===== config.mk =====
export PLATFORM = sky130hd
export DESIGN_NAME = tmr_host_if
export DESIGN_NICKNAME = d
export VERILOG_FILES = /design/src/rtl/tmr_pkg.sv /design/src/rtl/tmr_cw_decode.sv /design/src/rtl/tmr_chan_port.sv /design/src/rtl/tmr_aux_reg.sv /design/src/rtl/tmr_host_if.sv
export SDC_FILE = /design/constraint.sdc
export NUM_CORES = 1
export LEC_CHECK = 0
export BUFFER_PORTS_ARGS = -buffer_cell sky130_fd_sc_hd__buf_2
export CAP_MARGIN = 10
export CORE_ASPECT_RATIO = 0.6
export CORE_MARGIN = 2
export CORE_UTILIZATION = 40
export CTS_BUF_LIST = sky130_fd_sc_hd__clkbuf_16
export DETAILED_ROUTE_END_ITERATION = 16
export SLEW_MARGIN = 30
export SYNTH_ARGS = -nofsm -noshare
export SYNTH_HDL_FRONTEND = slang
export SYNTH_SLANG_ARGS = --single-unit

===== constraint.sdc =====
create_clock -name clk -period 7.65 [get_ports clk]
set_input_delay 2.295 -clock clk [delete_from_list [all_inputs] [get_ports clk]]
set_output_delay 2.295 -clock clk [all_outputs]
set_load 0.03 [all_outputs]

===== src/rtl/tmr_pkg.sv =====
package tmr_pkg;

    localparam int BYTE_W = 8;
    localparam int CNT_W  = 2 * BYTE_W;
    localparam logic [1:0] ADDR_CTRL = 2'd3;

    typedef enum logic [1:0] {
        FMT_LATCH = 2'b00,
        FMT_LO    = 2'b01,
        FMT_HI    = 2'b10,
        FMT_PAIR  = 2'b11
    } fmt_e;

    typedef struct packed {
        logic [2:0] mode;
        logic       bcd;
        fmt_e       fmt;
    } ch_cfg_t;

    typedef struct packed {
        logic [1:0] sel;
        ch_cfg_t    cfg;
    } ctrl_word_t;

    localparam ch_cfg_t CFG_RESET = '{mode: 3'd0, bcd: 1'b0, fmt: FMT_PAIR};

    // Upper two mode codes alias onto the periodic modes.
    function automatic logic [2:0] fold_mode(input logic [2:0] m);
        return m[1] ? {1'b0, m[1:0]} : m;
    endfunction

    function automatic ctrl_word_t split_word(input logic [BYTE_W-1:0] w);
        ctrl_word_t c;
        c.sel      = w[7:6];
        c.cfg.fmt  = fmt_e'(w[5:4]);
        c.cfg.mode = fold_mode(w[3:1]);
        c.cfg.bcd  = w[0];
        return c;
    endfunction

endpackage


===== src/rtl/tmr_cw_decode.sv =====
module tmr_cw_decode
    import tmr_pkg::*;
#(
    parameter int NCH = 3
) (
    input  logic              wr_ctrl,
    input  logic [BYTE_W-1:0] wdata,
    output logic [NCH-1:0]    cfg_we,
    output logic [NCH-1:0]    latch_we,
    output ch_cfg_t           cfg_new
);
    ctrl_word_t cw;

    always_comb begin
        cw      = split_word(wdata);
        cfg_new = cw.cfg;
    end

    for (genvar g = 0; g < NCH; g++) begin : g_hit
        logic hit;
        assign hit         = wr_ctrl && (cw.sel == 2'(g));
        assign cfg_we[g]   = hit && (cw.cfg.fmt != FMT_LATCH);
        assign latch_we[g] = hit && (cw.cfg.fmt == FMT_LATCH);
    end

    always_comb begin
        a_r2_single_target: assert ($countones(cfg_we | latch_we) <= 1)
            else $error("control word reached more than one channel");
    end
endmodule


===== src/rtl/tmr_chan_port.sv =====
module tmr_chan_port
    import tmr_pkg::*;
(
    input  logic              clk,
    input  logic              rst,
    input  logic              cfg_we,
    input  ch_cfg_t           cfg_new,
    input  logic              latch_we,
    input  logic              data_we,
    input  logic              data_re,
    input  logic [BYTE_W-1:0] wdata,
    input  logic [CNT_W-1:0]  cnt_in,
    output ch_cfg_t           cfg,
    output logic [BYTE_W-1:0] rbyte,
    output logic              ld_stb,
    output logic [CNT_W-1:0]  ld_val,
    output logic              null_cnt,
    output logic              latch_pls
);
    logic              wtog;
    logic              rtog;
    logic [BYTE_W-1:0] lo_hold;

    always_ff @(posedge clk) begin
        if (rst) begin
            cfg       <= CFG_RESET;
            wtog      <= 1'b0;
            rtog      <= 1'b0;
            lo_hold   <= '0;
            ld_stb    <= 1'b0;
            ld_val    <= '0;
            null_cnt  <= 1'b0;
            latch_pls <= 1'b0;
        end else begin
            ld_stb    <= 1'b0;
            latch_pls <= latch_we;
            if (cfg_we) begin
                cfg      <= cfg_new;
                wtog     <= 1'b0;
                rtog     <= 1'b0;
                null_cnt <= 1'b1;
            end else begin
                if (data_we) begin
                    case (cfg.fmt)
                        FMT_LO: begin
                            ld_val   <= {{BYTE_W{1'b0}}, wdata};
                            ld_stb   <= 1'b1;
                            null_cnt <= 1'b0;
                        end
                        FMT_HI: begin
                            ld_val   <= {wdata, {BYTE_W{1'b0}}};
                            ld_stb   <= 1'b1;
                            null_cnt <= 1'b0;
                        end
                        FMT_PAIR: begin
                            if (!wtog) begin
                                lo_hold <= wdata;
                                wtog    <= 1'b1;
                            end else begin
                                ld_val   <= {wdata, lo_hold};
                                ld_stb   <= 1'b1;
                                wtog     <= 1'b0;
                                null_cnt <= 1'b0;
                            end
                        end
                        default: ;
                    endcase
                end
                if (data_re && cfg.fmt == FMT_PAIR)
                    rtog <= ~rtog;
            end
        end
    end

    always_comb begin
        case (cfg.fmt)
            FMT_LO:  rbyte = cnt_in[BYTE_W-1:0];
            FMT_HI:  rbyte = cnt_in[CNT_W-1:BYTE_W];
            default: rbyte = rtog ? cnt_in[CNT_W-1:BYTE_W] : cnt_in[BYTE_W-1:0];
        endcase
    end

    a_r6_toggles_cleared: assert property (@(posedge clk) disable iff (rst)
        !$past(rst) && $past(cfg_we) |-> !wtog && !rtog && null_cnt)
        else $error("control word left a toggle set or null clear");

    a_r7_low_only_zero_high: assert property (@(posedge clk) disable iff (rst)
        !$past(rst) && ld_stb && $past(cfg.fmt) == FMT_LO |-> ld_val[CNT_W-1:BYTE_W] == '0)
        else $error("low-only load has nonzero high byte");

    a_r8_pair_second_write: assert property (@(posedge clk) disable iff (rst)
        !$past(rst) && ld_stb && $past(cfg.fmt) == FMT_PAIR |-> $past(wtog) && !wtog)
        else $error("pair load without a held low byte");

    a_r9_rtog_pair_only: assert property (@(posedge clk) disable iff (rst)
        cfg.fmt != FMT_PAIR |-> !rtog)
        else $error("read toggle moved outside two-byte format");

    a_r4_latch_keeps_cfg: assert property (@(posedge clk) disable iff (rst)
        !$past(rst) && $past(latch_we) |-> $stable(cfg) && latch_pls)
        else $error("latch command disturbed configuration");
endmodule


===== src/rtl/tmr_aux_reg.sv =====
module tmr_aux_reg
    import tmr_pkg::*;
(
    input  logic              clk,
    input  logic              rst,
    input  logic              we,
    input  logic [BYTE_W-1:0] wdata,
    input  logic              out_last,
    output logic              gate,
    output logic              spk_en,
    output logic [BYTE_W-1:0] rdata
);
    always_ff @(posedge clk) begin
        if (rst) begin
            gate   <= 1'b0;
            spk_en <= 1'b0;
        end else if (we) begin
            gate   <= wdata[0];
            spk_en <= wdata[1];
        end
    end

    always_comb begin
        rdata    = '0;
        rdata[0] = gate;
        rdata[1] = spk_en;
        rdata[5] = out_last;
    end

    a_r11_gate_follows_write: assert property (@(posedge clk) disable iff (rst)
        !$past(rst) && $past(we) |-> gate == $past(wdata[0]) && spk_en == $past(wdata[1]))
        else $error("auxiliary bits did not follow the write");
endmodule


===== src/rtl/tmr_host_if.sv =====
module tmr_host_if
    import tmr_pkg::*;
#(
    parameter int NCH = 3
) (
    input  logic                 clk,
    input  logic                 rst,
    input  logic                 aux_sel,
    input  logic [1:0]           bus_addr,
    input  logic                 bus_wr,
    input  logic                 bus_rd,
    input  logic [7:0]           bus_wdata,
    output logic [7:0]           bus_rdata,
    input  logic [NCH*16-1:0]    cnt_in,
    input  logic                 out_last,
    output logic [NCH*3-1:0]     ch_mode,
    output logic [NCH-1:0]       ch_bcd,
    output logic [NCH-1:0]       ch_load_stb,
    output logic [NCH*16-1:0]    ch_load_val,
    output logic [NCH-1:0]       ch_null,
    output logic [NCH-1:0]       ch_latch,
    output logic [NCH-1:0]       ch_gate,
    output logic                 spk_en
);
    logic              wr_ctrl;
    logic [NCH-1:0]    cfg_we;
    logic [NCH-1:0]    latch_we;
    ch_cfg_t           cfg_new;
    logic [BYTE_W-1:0] chan_rb [NCH];
    logic [BYTE_W-1:0] aux_rb;
    logic              gate_last;

    assign wr_ctrl = bus_wr && !aux_sel && (bus_addr == ADDR_CTRL);

    tmr_cw_decode #(.NCH(NCH)) u_dec (
        .wr_ctrl (wr_ctrl),
        .wdata   (bus_wdata),
        .cfg_we  (cfg_we),
        .latch_we(latch_we),
        .cfg_new (cfg_new)
    );

    for (genvar g = 0; g < NCH; g++) begin : g_ch
        ch_cfg_t cfg;
        logic    data_we;
        logic    data_re;

        assign data_we = bus_wr && !aux_sel && (bus_addr == 2'(g));
        assign data_re = bus_rd && !aux_sel && (bus_addr == 2'(g));

        tmr_chan_port u_port (
            .clk      (clk),
            .rst      (rst),
            .cfg_we   (cfg_we[g]),
            .cfg_new  (cfg_new),
            .latch_we (latch_we[g]),
            .data_we  (data_we),
            .data_re  (data_re),
            .wdata    (bus_wdata),
            .cnt_in   (cnt_in[g*CNT_W +: CNT_W]),
            .cfg      (cfg),
            .rbyte    (chan_rb[g]),
            .ld_stb   (ch_load_stb[g]),
            .ld_val   (ch_load_val[g*CNT_W +: CNT_W]),
            .null_cnt (ch_null[g]),
            .latch_pls(ch_latch[g])
        );

        assign ch_mode[g*3 +: 3] = cfg.mode;
        assign ch_bcd[g]         = cfg.bcd;

        if (g == NCH - 1) begin : g_soft_gate
            assign ch_gate[g] = gate_last;
        end else begin : g_tied_gate
            assign ch_gate[g] = 1'b1;
        end
    end

    tmr_aux_reg u_aux (
        .clk     (clk),
        .rst     (rst),
        .we      (bus_wr && aux_sel),
        .wdata   (bus_wdata),
        .out_last(out_last),
        .gate    (gate_last),
        .spk_en  (spk_en),
        .rdata   (aux_rb)
    );

    always_comb begin
        bus_rdata = '0;
        if (aux_sel) begin
            bus_rdata = aux_rb;
        end else begin
            for (int i = 0; i < NCH; i++)
                if (bus_addr == 2'(i)) bus_rdata = chan_rb[i];
        end
    end

    a_r10_ctrl_reads_zero: assert property (@(posedge clk) disable iff (rst)
        !aux_sel && bus_addr == ADDR_CTRL |-> bus_rdata == 8'h00)
        else $error("control offset returned data");
endmodule


# Yosys cells after proc, flatten, opt, wreduce, memory -nomap -nowiden
# Cells that the tools add are included.
dict set report classes {
  n_addsub 0
  mul 0
  div_mod_pow 0
  magnitude_cmp 0
  eq_ne 20
  shifts 0
  muxes 38
  n_bitwise 12
  reduce_logical 57
}
# cell n
set ops {}
lappend ops {{$pmux 16 s3} 3}
lappend ops {{$mux 8} 7}
lappend ops {{$mux 16} 3}
lappend ops {{$pmux 8 s2} 3}
lappend ops {{$reduce_and 4->1} 6}
lappend ops {{$logic_and 1x1->1} 22}
lappend ops {{$eq 2x2->1 const B} 9}
lappend ops {{$reduce_bool 3->1} 6}
lappend ops {{$mux 1} 15}
lappend ops {{$not 1->1} 12}
lappend ops {{$pmux 1 s2} 6}
lappend ops {{$reduce_or 2->1} 6}
lappend ops {{$eq 2x1->1 const B} 5}
lappend ops {{$ne 3x1->1 const B} 3}
lappend ops {{$reduce_and 3->1} 3}
lappend ops {{$reduce_or 3->1} 3}
lappend ops {{$reduce_bool 2->1} 4}
lappend ops {{$logic_not 2->1} 3}
lappend ops {{$ne 2x1->1 const B} 3}
lappend ops {{$reduce_and 2->1} 3}
lappend ops {{$mux 3} 1}
lappend ops {{$logic_not 1->1} 1}
dict set report totals {
  ff_bits 107
  latchBits 0
  mem_bits_rw 0
  romBits 0
  n_memories 0
}

# Depth between registers and ports, before layout
# Gate-level depths: netlist of the first run.
dict set report logic_depth {
  word_depth 7
  mapped_depth 8
}

# Modules after synthesis
# A second synthesis of the first run with hierarchy kept.
dict set report hier_totals {
  hier_cells 678
  hier_area_um2 6112.1
}
# mod n_inst cells_each area_each_um2 seq_area_each_um2
set modules_own_cells {}
lappend modules_own_cells {{tmr_chan_port (g_ch[1].u_port ...)} 2 200 1823.0 700.7}
lappend modules_own_cells {{tmr_chan_port (g_ch[0].u_port)} 1 200 1821.7 700.7}
lappend modules_own_cells {tmr_host_if 1 47 410.4 0.0}
lappend modules_own_cells {tmr_aux_reg 1 15 131.4 40.0}
lappend modules_own_cells {tmr_cw_decode 1 16 102.6 0.0}

# Worst setup path after synthesis of the first run
# OpenSTA, ideal clock, no wires.
dict set report synth_timing {
  path_kind {input -> output}
  start {input bus_addr[1]}
  end {output bus_rdata[6]}
  arrival_ps 3479
  required_ps 5355
  path_slack_ps 1876
  cell_stages 5
  n_path_buf 2
  cell_sequence {buf_2 > nor3b_1 > clkbuf_1 > o211ai_1 > o221ai_1}
}
dict set report synth_between {
  elab_chain_len 5
  word_cells_on_any_way 7
  cone_classes {eq/ne (2); mux (4); reduce/logical (1)}
}
# item line_no
set synth_lines {}
lappend synth_lines {{from (decl)} tmr_host_if.sv:9} ;# input logic [1:0] bus_addr,
lappend synth_lines {{$logic_not 2->1} tmr_host_if.sv:96} ;# if (bus_addr == 2'(i)) bus_rdata = chan_rb[i];
lappend synth_lines {{$mux 8 (2 in series)} tmr_host_if.sv:96}
lappend synth_lines {{$mux 8 (*)} tmr_host_if.sv:96}
lappend synth_lines {{$mux 8 (*)} tmr_host_if.sv:92} ;# if (aux_sel) begin
lappend synth_lines {{to (decl)} tmr_host_if.sv:13} ;# output logic [7:0] bus_rdata,
# Mark *: on every way between the ends. The rest lies on a longest branch, timed or not.

# Worst setup path in the final report of the first run
dict set report layout_timing {
  start {input aux_sel}
  end {output bus_rdata[1]}
}
dict set report layout_between {
  elab_chain_len 1
}
# item line_no
set layout_lines {}
lappend layout_lines {{from (decl)} tmr_host_if.sv:8} ;# input logic aux_sel,
lappend layout_lines {{$mux 8} tmr_host_if.sv:92}
# Every way passes these cells.

==> results of run 1 <==
final cells by class:
class                      count  area [um2]  share of cell area
clock buffer                   9         225              0.0355
clock inverter                 6        66.3              0.0104
inverter                       9        33.8             0.00532
multi-input combinational    440        2910               0.458
sequential                   107        2140               0.337
tap                          175         219              0.0345
timing repair buffer         145         756               0.119
worst paths after layout:
check / cells past startpoint / to / startpoint
setup / recovery: 5 / bus_rdata[1] / aux_sel
hold / removal: 2 / g_ch[0].u_port.ld_val[14] / g_ch[0].u_port.ld_val[14]
setup reg to reg: 5 / g_ch[0].u_port.ld_val[2] / g_ch[0].u_port.cfg[0]
hold reg to reg: 2 / g_ch[0].u_port.ld_val[14] / g_ch[0].u_port.ld_val[14]
power by group through the flow:
stage / logic, mW / clock network (mW) / registers (mW)
after floorplan: 0.0747 / 0 / 0.581
after global placement: 0.113 / 0 / 0.581
after detailed placement: 0.117 / 0 / 0.581
after CTS: 0.118 / 0.471 / 0.568
after global routing: 0.128 / 0.495 / 0.569
final: 0.119 / 0.459 / 0.569
cells by family after synthesis:
logic type,share of synthesized area
AO/OA/AOI/OAI,0.164
XOR/XNOR,0.00475
flip-flops,0.387
other,0.000677
AND/OR/NAND/NOR,0.233
multiplexers,0.0942
adder cells (fa/ha/maj),0.0271
buffers and inverters,0.0899
cells in the mapped netlist, types with 10 or more instances:
cell type | count | area share
a211oi_1 | 41 | 0.056
a21oi_1 | 37 | 0.033
a221o_1 | 10 | 0.018
a22oi_1 | 27 | 0.037
buf_4 | 26 | 0.035
clkbuf_1 | 47 | 0.032
dfxtp_1 | 107 | 0.39
ha_1 | 12 | 0.027
mux2i_1 | 42 | 0.076
nand2_1 | 44 | 0.030
nand3_1 | 35 | 0.032
nor2_1 | 65 | 0.044
nor2b_1 | 15 | 0.017
nor3_1 | 32 | 0.029
nor3b_1 | 28 | 0.038
worst reg2reg max path: stages, from the launching register on:
cell	delay, ns
dfxtp_1	0.39
ha_1	0.69
nor2b_1	0.37
or3_1	0.62
a211oi_1	0.16
nor3_1	0.18
sequential cells by signal, summed over array words and instances, names as in the netlist:
signal,count
u_aux.gate,1
g_ch.u_port.lo_hold,24
g_ch.u_port.ld_val,48
g_ch.u_port.wtog,3
g_ch.u_port.rtog,3
u_aux.spk_en,1
g_ch.u_port.cfg,18
g_ch.u_port.latch_pls,3
g_ch.u_port.ld_stb,3
g_ch.u_port.null_cnt,3
placed cells by master, fill, tap and decap left out, drive strengths merged, types with 10 or more instances in the layout:
| cell type | synthesis | layout |
|---|---|---|
| buf | 39 | 145 |
| dfxtp | 107 | 107 |
| nor2 | 65 | 65 |
| nand2 | 44 | 44 |
| a211oi | 43 | 43 |
| mux2i | 42 | 42 |
| a21oi | 37 | 37 |
| nand3 | 35 | 35 |
| nor3 | 34 | 34 |
| nor3b | 28 | 28 |
| a22oi | 27 | 27 |
| nor2b | 15 | 15 |
| ha | 12 | 12 |
| a221o | 10 | 10 |
| inv | 9 | 10 |
per-layer routing:
| metal | share of wire | vias to the layer above | track usage |
|---|---|---|---|
| li1 | - | 2395 | - |
| met1 | 0.49 | 2283 | 0.297 |
| met2 | 0.44 | 147 | 0.337 |
| met3 | 0.062 | 11 | 0.0600 |
| met4 | 0.0052 | 0 | 0.0382 |
| met5 | 0 | - | 0 |
==> metrics.cfg, run 1 <==
[worst_setup_path]
rrSetupSlack_ns=5.16
slowest_stage=nor3_2
crit_path_end_kind=primary output
cpPeakStageDelay_ns=0.61
path_class=primary input to primary output
critPathRequiredTime_ns=5.36
start_kind=primary input
crit_top_cell=buf_2
cpLargestDelayFamily=simple AND/OR/NAND/NOR gates
path_buf_inv=2
crit_fanout=13
path_cells=buf_2, nor3_2, o211ai_1, nand3_1, buf_2
crit_arrival_ns=3.64

[yosys]
ys_seq_elements=107
yosysWarnings=0
syn_inst=644
async_flop_share=0
synth_edf_count=0
netlist_area_mm2=0.00554
synth_seq_area_share=0.387
yosys_most_used_dff=dfxtp_1
ys_types=41
synth_area_per_cell_um2=8.60

[floorplanning]
rows=33
die_width_um=156
die-area_mm2=0.0148
die_h_um=95.1
core_area_mm2=0.0136
io-pin-count=145
initial_core_util=0.408

[placed_design]
hpwl_mm=10.9
place_area_mm2=0.00606
place_inst=876
preCtsSetupSlack_ns=1.72
port_buffers=142
routabilityCongestion=0.929

[grt]
grt.total_usage=0.214
grt_first_pass_wirelength_mm=24.7
grt_max_degree=61
first_global_vias=4664
antenna_found_initial=0
grt-ovfl-total=0

[hold_path]
hold_path.class=flop to flop

[timing]
finalHoldViolCount=0
min_period_ns=5.93
finalWorstSetupSlack_ns=1.72
tightest_slew_ns=0.887
slew_headroom=0.406
final.setup.tns_ns=0
skew_ns=0.00483
grt_setup_unrepaired=no
fmax_mhz=169
fin_hold_ws_ns=0.450
final-setup-viol-count=0
drv_slew=0
post-route-period-util=0.776

[detailed_routing]
drt_iter0_drc=407
drtPass1Iterations=5
drc=0
via_per_inst=5.43
routed_wirelength_mm=15.5
ant_nets=0
wl_per_cell_um=17.4
via_count=4836

[cells_and_area]
num_antenna_cells=0
layout.nets=788
fin_area_mm2=0.00635
nFillCells=1301
final_cells=891
postLayoutCoreUtil=0.467
area_delta_synth_final_pct=14.7
drive_gt1_frac=0.253

[clock_tree]
clock-sinks=107
cts_resized=0
cts_setup_buffers=0
clk_pin_slew_ns=0.07
ctsHtreeMaxLevel=3
insertion_delay_ns=0.35
clock-root-buffer=clkbuf_16
cts_tree=built
hold_buffers=0
clock_path_buffers=2
cts_made_buffers=9

[power_and_ir_drop]
p_sw_mw=0.288
power.clock.fraction=0.400
power_frac_comb=0.104
power_mw=1.15
pwr-share-seq=0.496
cellPowerDensity_mw_per_mm2=181
p_int_mw=0.859
peakVddDrop_uv=82.9
switching_share=0.251
cellLeakagePower_nw=2.63

[job]
cap_violations=0

[run_status]
outcome=completed

Power figures use the tool's default switching activity.
==> inputs of run 2 (changes only) <==
--- a/config.mk
+++ b/config.mk
@@ -12,6 +12,7 @@
 export CORE_UTILIZATION = 40
 export CTS_BUF_LIST = sky130_fd_sc_hd__clkbuf_16
 export DETAILED_ROUTE_END_ITERATION = 16
+export PLACE_DENSITY = 0.66
 export SLEW_MARGIN = 30
 export SYNTH_ARGS = -nofsm -noshare
 export SYNTH_HDL_FRONTEND = slang
==> constraint.sdc (replaced) <==
create_clock -name clk -period 4.95 [get_ports clk]
set_input_delay 1.485 -clock clk [delete_from_list [all_inputs] [get_ports clk]]
set_output_delay 1.485 -clock clk [all_outputs]
set_load 0.03 [all_outputs]
==> run 2 against run 1 <==
  * Register-to-register slack worse by 2.6 ns
  * Clock skew is 0.00066 ns lower
  * Highest routed layer unchanged
  * Critical path depth stayed put
  * Die area stayed put
  * Core utilization is 0.055 points lower
  * First-iteration DRC count is 0.98% lower
  * Combinational power is 53% higher
  * Setup slack worse by 1.2 ns
  * Global-route usage is 0.49 points lower
  * Sequential power is 54% higher
  * Hold slack hardly changed
==> metrics.cfg, run 2 (synthesized netlist as in run 1, its figures left out) <==
[run_status]
outcome=completed

[timing]
final.setup.tns_ns=0  ; unchanged
final-setup-viol-count=0  ; unchanged
fmax_mhz=228
skew_ns=0.00417  ; -0.000660 ns
grt_setup_unrepaired=no
finalHoldViolCount=0  ; unchanged
finalWorstSetupSlack_ns=0.564  ; -1.15 ns
min_period_ns=4.39
slew_headroom=0.419  ; +0.0131
drv_slew=0  ; unchanged
tightest_slew_ns=0.868  ; -0.0196 ns
post-route-period-util=0.886

[worst_setup_path]
worstRegToRegCells=5  ; unchanged
crit_arrival_ns=2.90  ; -0.74 ns
crit_start=aux_sel
slowest_stage=nor3_2
cpPeakStageDelay_ns=0.65  ; +0.04 ns
rrSetupSlack_ns=2.58  ; -2.58 ns
critPathRequiredTime_ns=3.46  ; -1.90 ns
path_class=primary input to primary output
crit_path_end_kind=primary output
crit_fanout=13  ; unchanged
path_buf_inv=2  ; unchanged
path_cells=buf_2, nor3_2, o211ai_1, nand3_1, buf_2
reg2reg_to=g_ch[0].u_port.ld_val[5]
crit_top_cell=buf_2
start_kind=primary input
timing.rr.start=g_ch[0].u_port.cfg[0]
cpLargestDelayFamily=simple AND/OR/NAND/NOR gates

[clock_tree]
clock_path_buffers=2  ; unchanged
clock-root-buffer=clkbuf_16
cts_tree=built
insertion_delay_ns=0.34  ; about the same
cts_made_buffers=9  ; unchanged
cts_resized=0  ; unchanged
clk_pin_slew_ns=0.07  ; about the same
hold_buffers=0  ; unchanged
ctsHtreeMaxLevel=3  ; unchanged
clock-sinks=107  ; unchanged
cts_setup_buffers=0  ; unchanged

[grt]
grt_max_degree=108  ; +77%
grt-ovfl-total=0  ; unchanged
grt_first_pass_wirelength_mm=24.1  ; -2.4%
grt.total_usage=0.209  ; -0.00488
first_global_vias=4406  ; -5.5%
antenna_found_initial=0  ; unchanged

[power_and_ir_drop]
cellLeakagePower_nw=2.64  ; +0.41%
cellPowerDensity_mw_per_mm2=285  ; +58%
peakVddDrop_uv=130  ; +56%

[cells_and_area]
postLayoutCoreUtil=0.467  ; -0.000552
final_common_cell=buf_2
final_cells=891  ; unchanged
num_antenna_cells=0  ; unchanged
fin_area_mm2=0.00634  ; -0.12%
area_delta_synth_final_pct=14.5
drive_gt1_frac=0.250  ; -0.00279
final_cell_mix=141 x buf_2, 107 x dfxtp_1, 65 x nor2_1, 44 x nand2_1, 42 x mux2i_1
nFillCells=1285  ; -1.2%
layout.nets=788  ; unchanged
max_flop_register=g_ch.u_port.ld_val
largest_reg_flops=48  ; unchanged
largestRegisters=g_ch.u_port.ld_val: 48 flops, g_ch.u_port.lo_hold: 24 flops, g_ch.u_port.cfg: 18 flops

[hold_path]
hold_path.class=flop to flop
holdPathEnd=g_ch[2].u_port.ld_val[9]
holdPathStages=2  ; unchanged
hp-start=g_ch[2].u_port.ld_val[9]

[detailed_routing]
wl_per_cell_um=17.6  ; +1.2%
ant_nets=0  ; unchanged
via_per_inst=5.54  ; +2.0%
drt_iter0_drc=403  ; -0.98%
drc=0  ; unchanged
via_count=4933  ; +2.0%
drtPass1Iterations=5  ; unchanged
routed_wirelength_mm=15.7  ; +1.2%

[floorplanning]
die_h_um=95.1  ; unchanged
io-pin-count=145  ; unchanged
core_area_mm2=0.0136  ; unchanged
rows=33  ; unchanged
initial_core_util=0.408  ; unchanged
die_width_um=156  ; unchanged
die-area_mm2=0.0148  ; unchanged

[placed_design]
port_buffers=142  ; unchanged
preCtsSetupSlack_ns=0.616  ; -1.10 ns
place_area_mm2=0.00603  ; -0.43%
routabilityCongestion=0.896  ; -3.6%
hpwl_mm=11.0  ; +0.10%
place_inst=876  ; unchanged

[job]
cap_violations=0  ; unchanged

run 2: per-stage QoR:
| step | power, mW | hold slack (ns) |
|---|---|---|
| floorplan | 1.01 | 0.450 |
| global placement | 1.07 | 0.436 |
| detailed placement | 1.08 | 0.442 |
| CTS | 1.82 | 0.451 |
| global route | 1.87 | 0.466 |
| finish | 1.81 | 0.450 |
run 2: final cells by class:
| class | count | area [um2] | area share |
|---|---|---|---|
| clock buffers | 9 | 225 | 0.0355 |
| clock inverters | 6 | 81.3 | 0.0128 |
| well taps | 175 | 219 | 0.0345 |
| flip-flops and latches | 107 | 2140 | 0.338 |
| multi-input cells | 440 | 2900 | 0.457 |
| repair buffers | 145 | 739 | 0.117 |
| inverters | 9 | 33.8 | 0.00533 |
run 2: per-layer routing:
layer / part of all wire / up-vias / global-route usage
li1: - / 2404 / -
met1: 0.50 / 2340 / 0.301
met2: 0.42 / 170 / 0.320
met3: 0.068 / 19 / 0.0495
met4: 0.010 / 0 / 0.0428
met5: 0 / - / 0
run 2: worst max path at each step:
stage,end,cells past startpoint
2_1_floorplan,bus_rdata[6],5
3_3_place_gp,bus_rdata[0],5
3_5_place_dp,bus_rdata[0],5
4_1_cts,bus_rdata[0],5
5_1_grt,bus_rdata[1],5
6_report,bus_rdata[0],5
run 2: worst min-delay path, delay by kind of cell, from the launching register on:
kind             cells  cell delay, ns
AO/OA/AOI/OAI        1            0.05
flip-flops           1            0.31
AND/OR/NAND/NOR      1            0.05
run 2: report_power, final:
group / leakage, nW / switching [mW] / internal [mW]
registers: 0.864 / 0.00879 / 0.870
clock network: 0.150 / 0.311 / 0.437
logic: 1.62 / 0.117 / 0.0649
total: 2.64 / 0.437 / 1.37
